==> src/rtl/fsi_pkg.sv <==
package fsi_pkg;

    typedef enum logic [1:0] {
        SRC_IP = 2'd0,
        SRC_RD = 2'd1,
        SRC_WR = 2'd2,
        SRC_XX = 2'd3
    } src_e;

    typedef enum logic [3:0] {
        E_NONE    = 4'h0,
        E_JUMP    = 4'h2,
        E_UNKNOWN = 4'h3,
        E_SDR_DUM = 4'h4,
        E_DDR_DUM = 4'h5,
        E_BUS_TMO = 4'h6,
        E_IP_TMO  = 4'hE
    } err_e;

    typedef enum logic [1:0] {
        K_STEP,
        K_STOP,
        K_JUMP,
        K_FAULT
    } kind_e;

    typedef enum logic [1:0] {
        ST_IDLE,
        ST_EXEC,
        ST_CLOSE
    } state_e;

    typedef struct packed {
        logic [5:0] op;
        logic [1:0] lanes;
        logic [7:0] arg;
    } instr_t;

    localparam logic [5:0] OP_STOP = 6'h00;
    localparam logic [5:0] OP_JUMP = 6'h1F;
    localparam logic [5:0] DDR_BIT = 6'h20;

endpackage

==> src/rtl/fsi_lut.sv <==
module fsi_lut
    import fsi_pkg::*;
#(
    parameter int WORDS = 16,
    parameter int AW    = 4,
    parameter int IPW   = 5
) (
    input  logic           clk,
    input  logic           rst_n,
    input  logic           we,
    input  logic [AW-1:0]  waddr,
    input  logic [31:0]    wdata,
    input  logic [IPW-1:0] rptr,
    output instr_t         rins
);

    logic [31:0] mem [WORDS];
    logic [31:0] word;

    always_ff @(posedge clk or negedge rst_n) begin
        if (!rst_n) begin
            for (int i = 0; i < WORDS; i++) mem[i] <= '0;
        end else if (we) begin
            mem[waddr] <= wdata;
        end
    end

    assign word = mem[rptr[IPW-1:1]];
    assign rins = rptr[0] ? word[31:16] : word[15:0];

endmodule

==> src/rtl/fsi_decode.sv <==
module fsi_decode
    import fsi_pkg::*;
(
    input  instr_t ins,
    input  src_e   src,
    input  logic   ddr,
    output kind_e  kind,
    output err_e   code
);

    logic [4:0] low;
    logic       in_sdr;
    logic       in_ddr;
    logic       dummy;

    assign low    = ins.op[4:0];
    assign in_sdr = (ins.op[5] == 1'b0) && (low >= 5'd1) && (low <= 5'd13);
    assign in_ddr = (ins.op[5:4] == 2'b10) && (low >= 5'd1) && (low <= 5'd13);
    assign dummy  = (low == 5'd12) || (low == 5'd13);

    always_comb begin
        kind = K_STEP;
        code = E_NONE;
        if (ins.op == OP_STOP) begin
            kind = K_STOP;
        end else if (ins.op == OP_JUMP) begin
            if (src == SRC_RD) begin
                kind = K_JUMP;
            end else begin
                kind = K_FAULT;
                code = E_JUMP;
            end
        end else if (in_sdr && dummy && ddr) begin
            kind = K_FAULT;
            code = E_SDR_DUM;
        end else if (in_ddr && dummy && !ddr) begin
            kind = K_FAULT;
            code = E_DDR_DUM;
        end else if (!(in_sdr || in_ddr)) begin
            kind = K_FAULT;
            code = E_UNKNOWN;
        end
    end

endmodule

==> src/rtl/fsi_stall_timer.sv <==
module fsi_stall_timer #(
    parameter int LIMIT = 64
) (
    input  logic clk,
    input  logic rst_n,
    input  logic stall,
    output logic expire
);

    localparam int CW = $clog2(LIMIT + 1);

    logic [CW-1:0] cnt;

    always_ff @(posedge clk or negedge rst_n) begin
        if (!rst_n)     cnt <= '0;
        else if (stall) cnt <= cnt + 1'b1;
        else            cnt <= '0;
    end

    assign expire = stall && (cnt == CW'(LIMIT - 1));

endmodule

==> src/rtl/flash_seq_interp.sv <==
module flash_seq_interp
    import fsi_pkg::*;
#(
    parameter  int NUM_SEQ     = 4,
    parameter  int STALL_LIMIT = 64,
    localparam int SW          = $clog2(NUM_SEQ),
    localparam int WAW         = SW + 2,
    localparam int IPW         = SW + 3
) (
    input  logic           clk,
    input  logic           rst_n,
    input  logic           tbl_we,
    input  logic [WAW-1:0] tbl_waddr,
    input  logic [31:0]    tbl_wdata,
    input  logic           start_valid,
    input  logic [SW-1:0]  start_seq,
    input  logic [1:0]     start_src,
    input  logic           start_ddr,
    output logic           busy,
    output logic           cs_active,
    output logic           step_valid,
    output logic [5:0]     step_opcode,
    output logic [1:0]     step_lanes,
    output logic [7:0]     step_operand,
    input  logic           step_ready,
    output logic           done,
    output logic           err_flag,
    output logic [3:0]     err_code,
    output logic [SW-1:0]  err_seq,
    input  logic           err_clear
);

    localparam int WORDS = NUM_SEQ * 4;

    state_e         state, nxt;
    logic [IPW-1:0] ptr, jptr, first_ptr;
    logic [2:0]     cnt;
    src_e           src;
    logic           ddr;
    logic [SW-1:0]  seq;
    logic           jvld;
    err_e           err_q;
    logic           err_q_flag;
    logic [SW-1:0]  err_q_seq;
    instr_t         cur;
    kind_e          kind;
    err_e           dcode;
    logic           stall, expire, use_jump;

    fsi_lut #(.WORDS(WORDS), .AW(WAW), .IPW(IPW)) u_lut (
        .clk(clk), .rst_n(rst_n), .we(tbl_we), .waddr(tbl_waddr),
        .wdata(tbl_wdata), .rptr(ptr), .rins(cur)
    );

    fsi_decode u_dec (
        .ins(cur), .src(src), .ddr(ddr), .kind(kind), .code(dcode)
    );

    assign stall = (state == ST_EXEC) && (kind == K_STEP) && !step_ready;

    fsi_stall_timer #(.LIMIT(STALL_LIMIT)) u_tmr (
        .clk(clk), .rst_n(rst_n), .stall(stall), .expire(expire)
    );

    assign use_jump  = (start_src == SRC_RD) && jvld;
    assign first_ptr = use_jump ? jptr : {start_seq, 3'b000};

    // next-state selection
    always_comb begin
        nxt = state;
        unique case (state)
            ST_IDLE:  if (start_valid) nxt = ST_EXEC;
            ST_EXEC: begin
                if (kind == K_FAULT || expire)              nxt = ST_IDLE;
                else if (kind == K_STOP || kind == K_JUMP)  nxt = ST_CLOSE;
                else if (step_ready && cnt == 3'd7)         nxt = ST_CLOSE;
            end
            ST_CLOSE: nxt = ST_IDLE;
            default:  nxt = ST_IDLE;
        endcase
    end

    // state register and sequence context
    always_ff @(posedge clk or negedge rst_n) begin
        if (!rst_n) begin
            state      <= ST_IDLE;
            ptr        <= '0;
            cnt        <= '0;
            src        <= SRC_IP;
            ddr        <= 1'b0;
            seq        <= '0;
            jptr       <= '0;
            jvld       <= 1'b0;
            err_q      <= E_NONE;
            err_q_flag <= 1'b0;
            err_q_seq  <= '0;
        end else begin
            state <= nxt;
            if (err_clear) begin
                err_q_flag <= 1'b0;
                err_q      <= E_NONE;
                err_q_seq  <= '0;
            end
            case (state)
                ST_IDLE: begin
                    if (start_valid) begin
                        ptr <= first_ptr;
                        cnt <= '0;
                        src <= src_e'(start_src);
                        ddr <= start_ddr;
                        seq <= start_seq;
                        if (use_jump) jvld <= 1'b0;
                    end
                end
                ST_EXEC: begin
                    if (kind == K_FAULT) begin
                        err_q_flag <= 1'b1;
                        err_q      <= dcode;
                        err_q_seq  <= seq;
                    end else if (expire) begin
                        err_q_flag <= 1'b1;
                        err_q      <= (src == SRC_IP) ? E_IP_TMO : E_BUS_TMO;
                        err_q_seq  <= seq;
                    end else if (kind == K_JUMP) begin
                        jptr <= IPW'(cur.arg);
                        jvld <= 1'b1;
                    end else if (kind == K_STEP && step_ready) begin
                        ptr <= ptr + 1'b1;
                        cnt <= cnt + 1'b1;
                    end
                end
                default: ;
            endcase
        end
    end

    // outputs
    always_comb begin
        busy         = (state != ST_IDLE);
        cs_active    = (state == ST_EXEC);
        done         = (state == ST_CLOSE);
        step_valid   = (state == ST_EXEC) && (kind == K_STEP);
        step_opcode  = cur.op;
        step_lanes   = cur.lanes;
        step_operand = cur.arg;
        err_flag     = err_q_flag;
        err_code     = err_q;
        err_seq      = err_q_seq;
    end

endmodule

==> config.mk <==
export PLATFORM = sky130hd
export DESIGN_NAME = flash_seq_interp
export DESIGN_NICKNAME = d
export VERILOG_FILES = /design/src/rtl/fsi_pkg.sv /design/src/rtl/fsi_lut.sv /design/src/rtl/fsi_decode.sv /design/src/rtl/fsi_stall_timer.sv /design/src/rtl/flash_seq_interp.sv
export SDC_FILE = /design/constraint.sdc
export NUM_CORES = 1
export LEC_CHECK = 0
export BUFFER_PORTS_ARGS = -buffer_cell sky130_fd_sc_hd__buf_2
export CAP_MARGIN = 20
export CORE_ASPECT_RATIO = 1.2
export CORE_MARGIN = 10
export CORE_UTILIZATION = 45
export DETAILED_ROUTE_END_ITERATION = 10
export PLACE_DENSITY_LB_ADDON = 0.1
export SLEW_MARGIN = 20
export SYNTH_ARGS = -nofsm -noshare
export SYNTH_HDL_FRONTEND = slang
export SYNTH_SLANG_ARGS = --single-unit
==> constraint.sdc <==
create_clock -name clk -period 14.1 [get_ports clk]
set_input_delay 2.115 -clock clk [delete_from_list [all_inputs] [get_ports clk]]
set_output_delay 2.115 -clock clk [all_outputs]
set_load 0.05 [all_outputs]
* Word level (Yosys, flattened, before mapping) *
Index checks and enable logic that the tools add are counted.

storage, ports and cells
  register bits after elaboration = 547
  latch bits = 0
  RAM bits = 0
  memory bits (read-only) = 0
  input bits = 47
  logic and storage cells = 151
  memories kept = 0

cells by class
  add/sub/neg operators = 3
  multipliers = 0
  div/mod/pow operators = 0
  order comparisons = 5
  eq/ne operators = 21
  shifts and indexed selects = 0
  multiplexer cells = 57
  bitwise logic cells = 5
  reductions and logical operators = 32

operator list
  kind                                                              count
  512-bit bitwise mux                                               1
  32-bit binary-select mux with 4-bit select                        1
  32-bit demux with 4-bit select                                    1
  32-bit 2-to-1 mux                                                 3
  4-bit 2-to-1 mux                                                  9
  2-bit 2-to-1 mux                                                  15
  5-bit 2-to-1 mux                                                  6
  16-bit 2-to-1 mux                                                 1
  1-bit logical AND                                                 15
  3-bit 2-to-1 mux                                                  5
  6-bit AND reduction                                               2
  5-bit by 4-bit == test with 1-bit output (second input constant)  2
  5-bit >= comparator (second input constant)                       2
  1-bit 2-to-1 mux                                                  10
  2-bit != test (second input constant)                             5
  4-bit NOT with 5-bit output                                       2
  5-bit one-hot mux with 2 select lines                             1
  2-bit by 1-bit == test with 1-bit output (second input constant)  4
  2-bit == test (second input constant)                             4
  7-bit by 1-bit adder with 7-bit output (second input constant)    1
  7-bit by 6-bit == test with 1-bit output (second input constant)  1
  7-bit 2-to-1 mux                                                  1
  6-bit by 5-bit == test with 1-bit output (second input constant)  1
  2-bit logical NOT                                                 3
  18 further kinds                                                  27

* Depth between registers and ports, before layout *
  depth in word-level cells = 21
  depth in mapped cells = 19
  mapped depth without buffers = 15

* Modules after synthesis *
From an unflattened synthesis, not the netlist that was laid out.

unflattened totals
  cells, all modules = 1878
  area total of the unflattened synthesis = 25378.1 um2

by module, submodules not included
  module            times used  cells an instance  area each (um2)  sequential area each (um2)
  fsi_lut           1           1703               23535.1          12812.3
  flash_seq_interp  1           123                1373.8           700.7
  fsi_stall_timer   1           26                 316.6            175.2
  fsi_decode        1           26                 152.6            0.0

* Least setup slack after synthesis *
OpenSTA, ideal clock, no wires.

  kind = reg-to-output
  start = register ptr[2]
  end = output port step_valid
  arrival time = 3.570 ns
  data required time = 11.985 ns
  path slack = 8.415 ns
  cell stages (with the launch flop) = 11
  path through = dfrtp_1 -> clkbuf_1 -> clkbuf_1 -> mux4_2 -> mux4_2 -> mux2i_1 -> inv_1 -> nor4_1 -> a21o_1 -> ha_1 -> and2_1

between the ends
  longest elaborated chain between the ends = 16

RTL lines
  element                                                    RTL line                            source
  from (decl)                                                flash_seq_interp.sv:36              logic [IPW-1:0] ptr, jptr, first_ptr;
  from (signal assigned)                                     flash_seq_interp.sv:107             ptr <= first_ptr;
  from (signal assigned)                                     flash_seq_interp.sv:128             ptr <= ptr + 1'b1;
  4-bit NOT with 5-bit output (not written as such) *        fsi_lut.sv:28                       assign word = mem[rptr[IPW-1:1]];
  32-bit binary-select mux with 4-bit select *               fsi_lut.sv:28
  32-bit 2-to-1 mux (not written as such) * (2 in series)    fsi_lut.sv:28
  16-bit 2-to-1 mux *                                        fsi_lut.sv:29                       assign rins = rptr[0] ? word[31:16] : word[15:0];
  via step_opcode[5]                                         flash_seq_interp.sv:22              output logic [5:0] step_opcode,
  2-bit == test or 1-bit NOT (tied branches)                 fsi_decode.sv:18, fsi_decode.sv:17
  1-bit logical AND, on equally long branches (2 in series)  fsi_decode.sv:18, fsi_decode.sv:17
  1-bit logical OR or 1-bit logical AND (tied branches)      fsi_decode.sv:39, fsi_decode.sv:36
  2-bit 2-to-1 mux or 1-bit logical AND (tied branches)      fsi_decode.sv:39, fsi_decode.sv:36
  2-bit 2-to-1 mux                                           fsi_decode.sv:36                    end else if (in_ddr && dummy && !ddr) begin
  2-bit 2-to-1 mux                                           fsi_decode.sv:33                    end else if (in_sdr && dummy && ddr) begin
  2-bit 2-to-1 mux                                           fsi_decode.sv:26                    end else if (ins.op == OP_JUMP) begin
  2-bit 2-to-1 mux *                                         fsi_decode.sv:24                    if (ins.op == OP_STOP) begin
  2-bit logical NOT *                                        flash_seq_interp.sv:142             step_valid = (state == ST_EXEC) && (kind == K_STEP);
  1-bit logical AND *                                        flash_seq_interp.sv:142
  to (decl)                                                  flash_seq_interp.sv:21              output logic step_valid,

Mark *: on every way through the listed nets, which the timed path passes. The rest lies on a longest branch. The select of a mux whose other input is x is not followed.

* Worst setup path after layout *
  start = register ptr[2]
  end = output port step_valid

between the ends
  longest elaborated chain between the ends = 16

RTL lines
  element                                                                       RTL line
  4-bit NOT with 5-bit output (not written as such) *                           fsi_lut.sv:28
  32-bit binary-select mux with 4-bit select *                                  fsi_lut.sv:28
  32-bit 2-to-1 mux (not written as such) * (2 in series)                       fsi_lut.sv:28
  16-bit 2-to-1 mux *                                                           fsi_lut.sv:29
  5-bit by 1-bit >= comparator with 1-bit output, or another cell as far along  fsi_decode.sv:17, fsi_decode.sv:18
  1-bit logical AND, on equally long branches (2 in series)                     fsi_decode.sv:17, fsi_decode.sv:18
  1-bit logical OR or 1-bit logical AND (tied branches)                         fsi_decode.sv:39, fsi_decode.sv:36
  2-bit 2-to-1 mux or 1-bit logical AND (tied branches)                         fsi_decode.sv:39, fsi_decode.sv:36
  2-bit 2-to-1 mux                                                              fsi_decode.sv:36
  2-bit 2-to-1 mux                                                              fsi_decode.sv:33
  2-bit 2-to-1 mux                                                              fsi_decode.sv:26
  2-bit 2-to-1 mux *                                                            fsi_decode.sv:24
  2-bit logical NOT *                                                           flash_seq_interp.sv:142
  1-bit logical AND *                                                           flash_seq_interp.sv:142

Mark *: on every way between the ends. The rest lies on a longest branch, timed or not. The select of a mux whose other input is x is not followed.

==> results.py <==
metrics = {
    "final_layout": {
        "drive_above_1_share_pct": 56.45,
        "area_growth_pct": 12.04,
        "multi_input_area_sq_mm": 0.01064,
        "antenna_cells": 0,
        "seqCellArea_sq_mm": 0.01370,
        "nFillCells": 4589,
        "layout.nets": 1622,
    },
    "power": {
        "powerDensity_mw_per_mm2": 206.1,
        "ir_drop_mv": 0.1304,
        "p_leak_nw": 11.72,
    },
    "global_route": {
        "grt_pass1_vias": 14910,
        "overflow": 0,
        "grt_usage_pct": 19.03,
        "grt_pass1_wl_mm": 93.74,
        "grt_max_degree": 170,
        "antenna_found_initial": 3,
    },
    "status": {
        "status": "finished, final reports clean",
    },
    "worst_setup_path": {
        "reg2reg_slack_ns": 7.49,
        "crit_arrival_ns": 5.69,
        "reg2reg_depth": 17,
        "critPathKind": "reg2out",
        "critPathMaxStageDelay_ns": 0.83,
        "critPathLaunchType": "flip-flop",
        "worstPathCellList": "buf_4 > buf_4 > mux4_2 > mux4_2 > mux2_2 > nor4_4 > a211oi_1 > or2_1 > ha_1 > and2_1 > buf_2",
        "cp.required_ns": 11.98,
        "timing.rr.end": "ptr[0]",
        "cp_max_fo": 55,
        "critPathSlowestCell": "buf_4",
        "worstReg2RegStart": "ptr[2]",
        "endpoint_kind": "output port",
    },
    "placed_design": {
        "place_congestion": 0.8569,
        "io_buffers": 73,
        "dp_hpwl_mm": 33.81,
    },
    "sta": {
        "hold_ws_ns": 0.4802,
        "worst_slew_pin_slew_ns": 0.9867,
        "hold_viol_final": 0,
        "relSlewSlack_pct": 34.22,
        "fin_worst_skew_ns": 0.01559,
        "grt_setup_unrepaired": "false",
        "final.setup.tns_ns": 0,
        "fin_crit_sh_pct": 55.38,
        "setup_viol": 0,
        "drv_slew": 0,
        "layout_min_cycle_time_ns": 7.809,
        "max_freq_ghz": 0.1281,
    },
    "route": {
        "dr.pass1.iters": 5,
        "vias": 13550,
        "route.detailed.drc": 0,
        "routed_wl_mm": 60.85,
        "wl_per_cell_um": 26.09,
        "drtIter0Drc": 766,
        "drt.antenna.violating_nets": 0,
        "post_drt_via_cell_ratio": 5.809,
    },
    "synthesis": {
        "synthCells": 1537,
        "ys_seq_elements": 547,
        "async_flop_share_pct": 100.0,
        "ys_seq_area_share_pct": 55.19,
        "synthFlopType": "dfrtp_1",
        "syn_avg_cell_area_sq_um": 16.14,
        "synth.top_cell.area_share_pct": 55.19,
        "yosysMostFrequentCell": "dfrtp_1",
        "synth_area_sq_mm": 0.02480,
        "synth_top_area_cell": "dfrtp_1",
        "synthTopCellsByCount": "547 x dfrtp_1, 536 x mux2_2, 158 x mux4_2",
        "syn_nets": 1591,
        "yosys-top-cells-area": "dfrtp_1 55%, mux2_2 24%, mux4_2 14%",
        "synth_warnings": 0,
        "synth_cell_types": 46,
        "synth-edff-count": 0,
    },
    "min_path": {
        "hold_class": "reg2reg",
        "hp-start": "seq[0]",
        "worstHoldEndpoint": "err_seq[0]",
        "hold_depth": 2,
    },
    "clock_tree": {
        "cts_htree_levels": 2,
        "post_cts_resize_count": 0,
        "root_buffer": "clkbuf_16",
        "clk_pin_slew_ns": 0.06,
        "clock_latency_ns": 0.60,
        "cts_tree": "built",
        "holdBufCountCts": 0,
        "post_cts_buffers": 0,
        "clockBufferDepth": 3,
        "clock-sinks": 547,
        "cts_buffers": 57,
    },
    "job": {
        "maxCapViolCount": 0,
    },
    "floorplan": {
        "io_pins": 74,
        "dieArea_sq_mm": 0.06494,
        "core_area_sq_mm": 0.05469,
        "die_w_um": 234.3,
        "die_h_um": 277.2,
        "rows": 94,
        "start_util_pct": 45.35,
    },
}
## stage by stage
| stage | cell area [sq um] | total power, mW | setup slack [ns] | std cells | util, % |
|---|---|---|---|---|---|
| after floorplan | 24800 | 3.710 | 8.415 | 1537 | - |
| after global placement | 25890 | 4.240 | 6.966 | 2228 | 47.33 |
| after detailed placement | 25890 | 4.285 | 6.924 | 2228 | 47.33 |
| after CTS | 27760 | 5.799 | 6.233 | 2331 | 50.76 |
| after global routing | 27790 | 6.022 | 5.996 | 2332 | 50.81 |
| final | 27790 | 5.727 | 6.291 | 2332 | 50.81 |
## power breakdown
group          internal (mW)  leakage (nW)  switching (mW)
logic                  0.999          4.07            1.02
clock network          0.876         0.925           0.618
registers               1.95          6.73           0.273
total                   3.82          11.7            1.91
## per-layer routing
layer	up-vias	global-route usage, %	routed length, um	part of all wire (%)
met5	-	0	23	0.038
met2	217	31.62	30560	50
li1	5795	-	-	-
met1	7441	25.32	26690	44
met4	4	5.232	1477	2.4
met3	89	3.115	2093	3.4
## cells by family after synthesis
kind of cell / synth area share (%)
AND/OR/NAND/NOR: 2.240
buffers and inverters: 2.245
multiplexers: 38.93
flip-flops: 55.19
AO/OA/AOI/OAI: 0.8677
adder cells (fa/ha/maj): 0.3531
XOR/XNOR: 0.1766
## flip-flops by register name (all words and copies together) (netlist names)
name	count
u_lut.mem	512
err_flag	1
ptr	5
u_tmr.cnt	7
err_seq	2
seq	2
cnt	3
ddr	1
jvld	1
jptr	5
err_code	4
src	2
state	2
## worst max-delay path by stage
stage,from,to,slack [ns],cells past startpoint
4_1_cts,ptr[2],step_valid,6.23,11
5_1_grt,ptr[2],step_valid,6.00,11
3_5_place_dp,ptr[2],step_valid,6.92,11
3_3_place_gp,ptr[2],step_valid,6.97,11
6_report,ptr[2],step_valid,6.29,11
2_1_floorplan,ptr[2],step_valid,8.42,10
## cell type report
| class | instances | share of cell area, % |
|---|---|---|
| multi-input cells | 852 | 38.30 |
| flip-flops and latches | 547 | 49.31 |
| well taps | 720 | 3.242 |
| clock buffers | 92 | 6.407 |
| inverters | 8 | 0.1081 |
| repair buffers | 102 | 2.296 |
| clock inverters | 11 | 0.3377 |
## placed cells by master (no fill, tap or decap), drive strengths merged, types with 4 or more instances in the layout
master  synthesis  final
or3             5      5
clkbuf         88     92
nand3          13     13
mux2          536    536
dfrtp         547    547
a21oi          10     10
buf            42    102
nor2           27     27
mux4          158    158
or2             4      4
o21ai           9      9
clkinv          0      8
xor2            4      4
nand3b          6      6
inv             8      9
nand2b          7      7
mux2i           6      6
nor4            4      4
nand2          24     24
ha              7      7
## critical path, delay by kind of cell, from the launching register on
kind / cells / cell delay, ns
adders and majority gates: 1 / 0.26
and+or+nand+nor: 3 / 0.80
DFF: 1 / 0.82
buffers and inverters: 3 / 1.74
muxes: 3 / 1.29
AOI/OAI and AO/OA: 1 / 0.15
(Power assumes the default switching activity.)
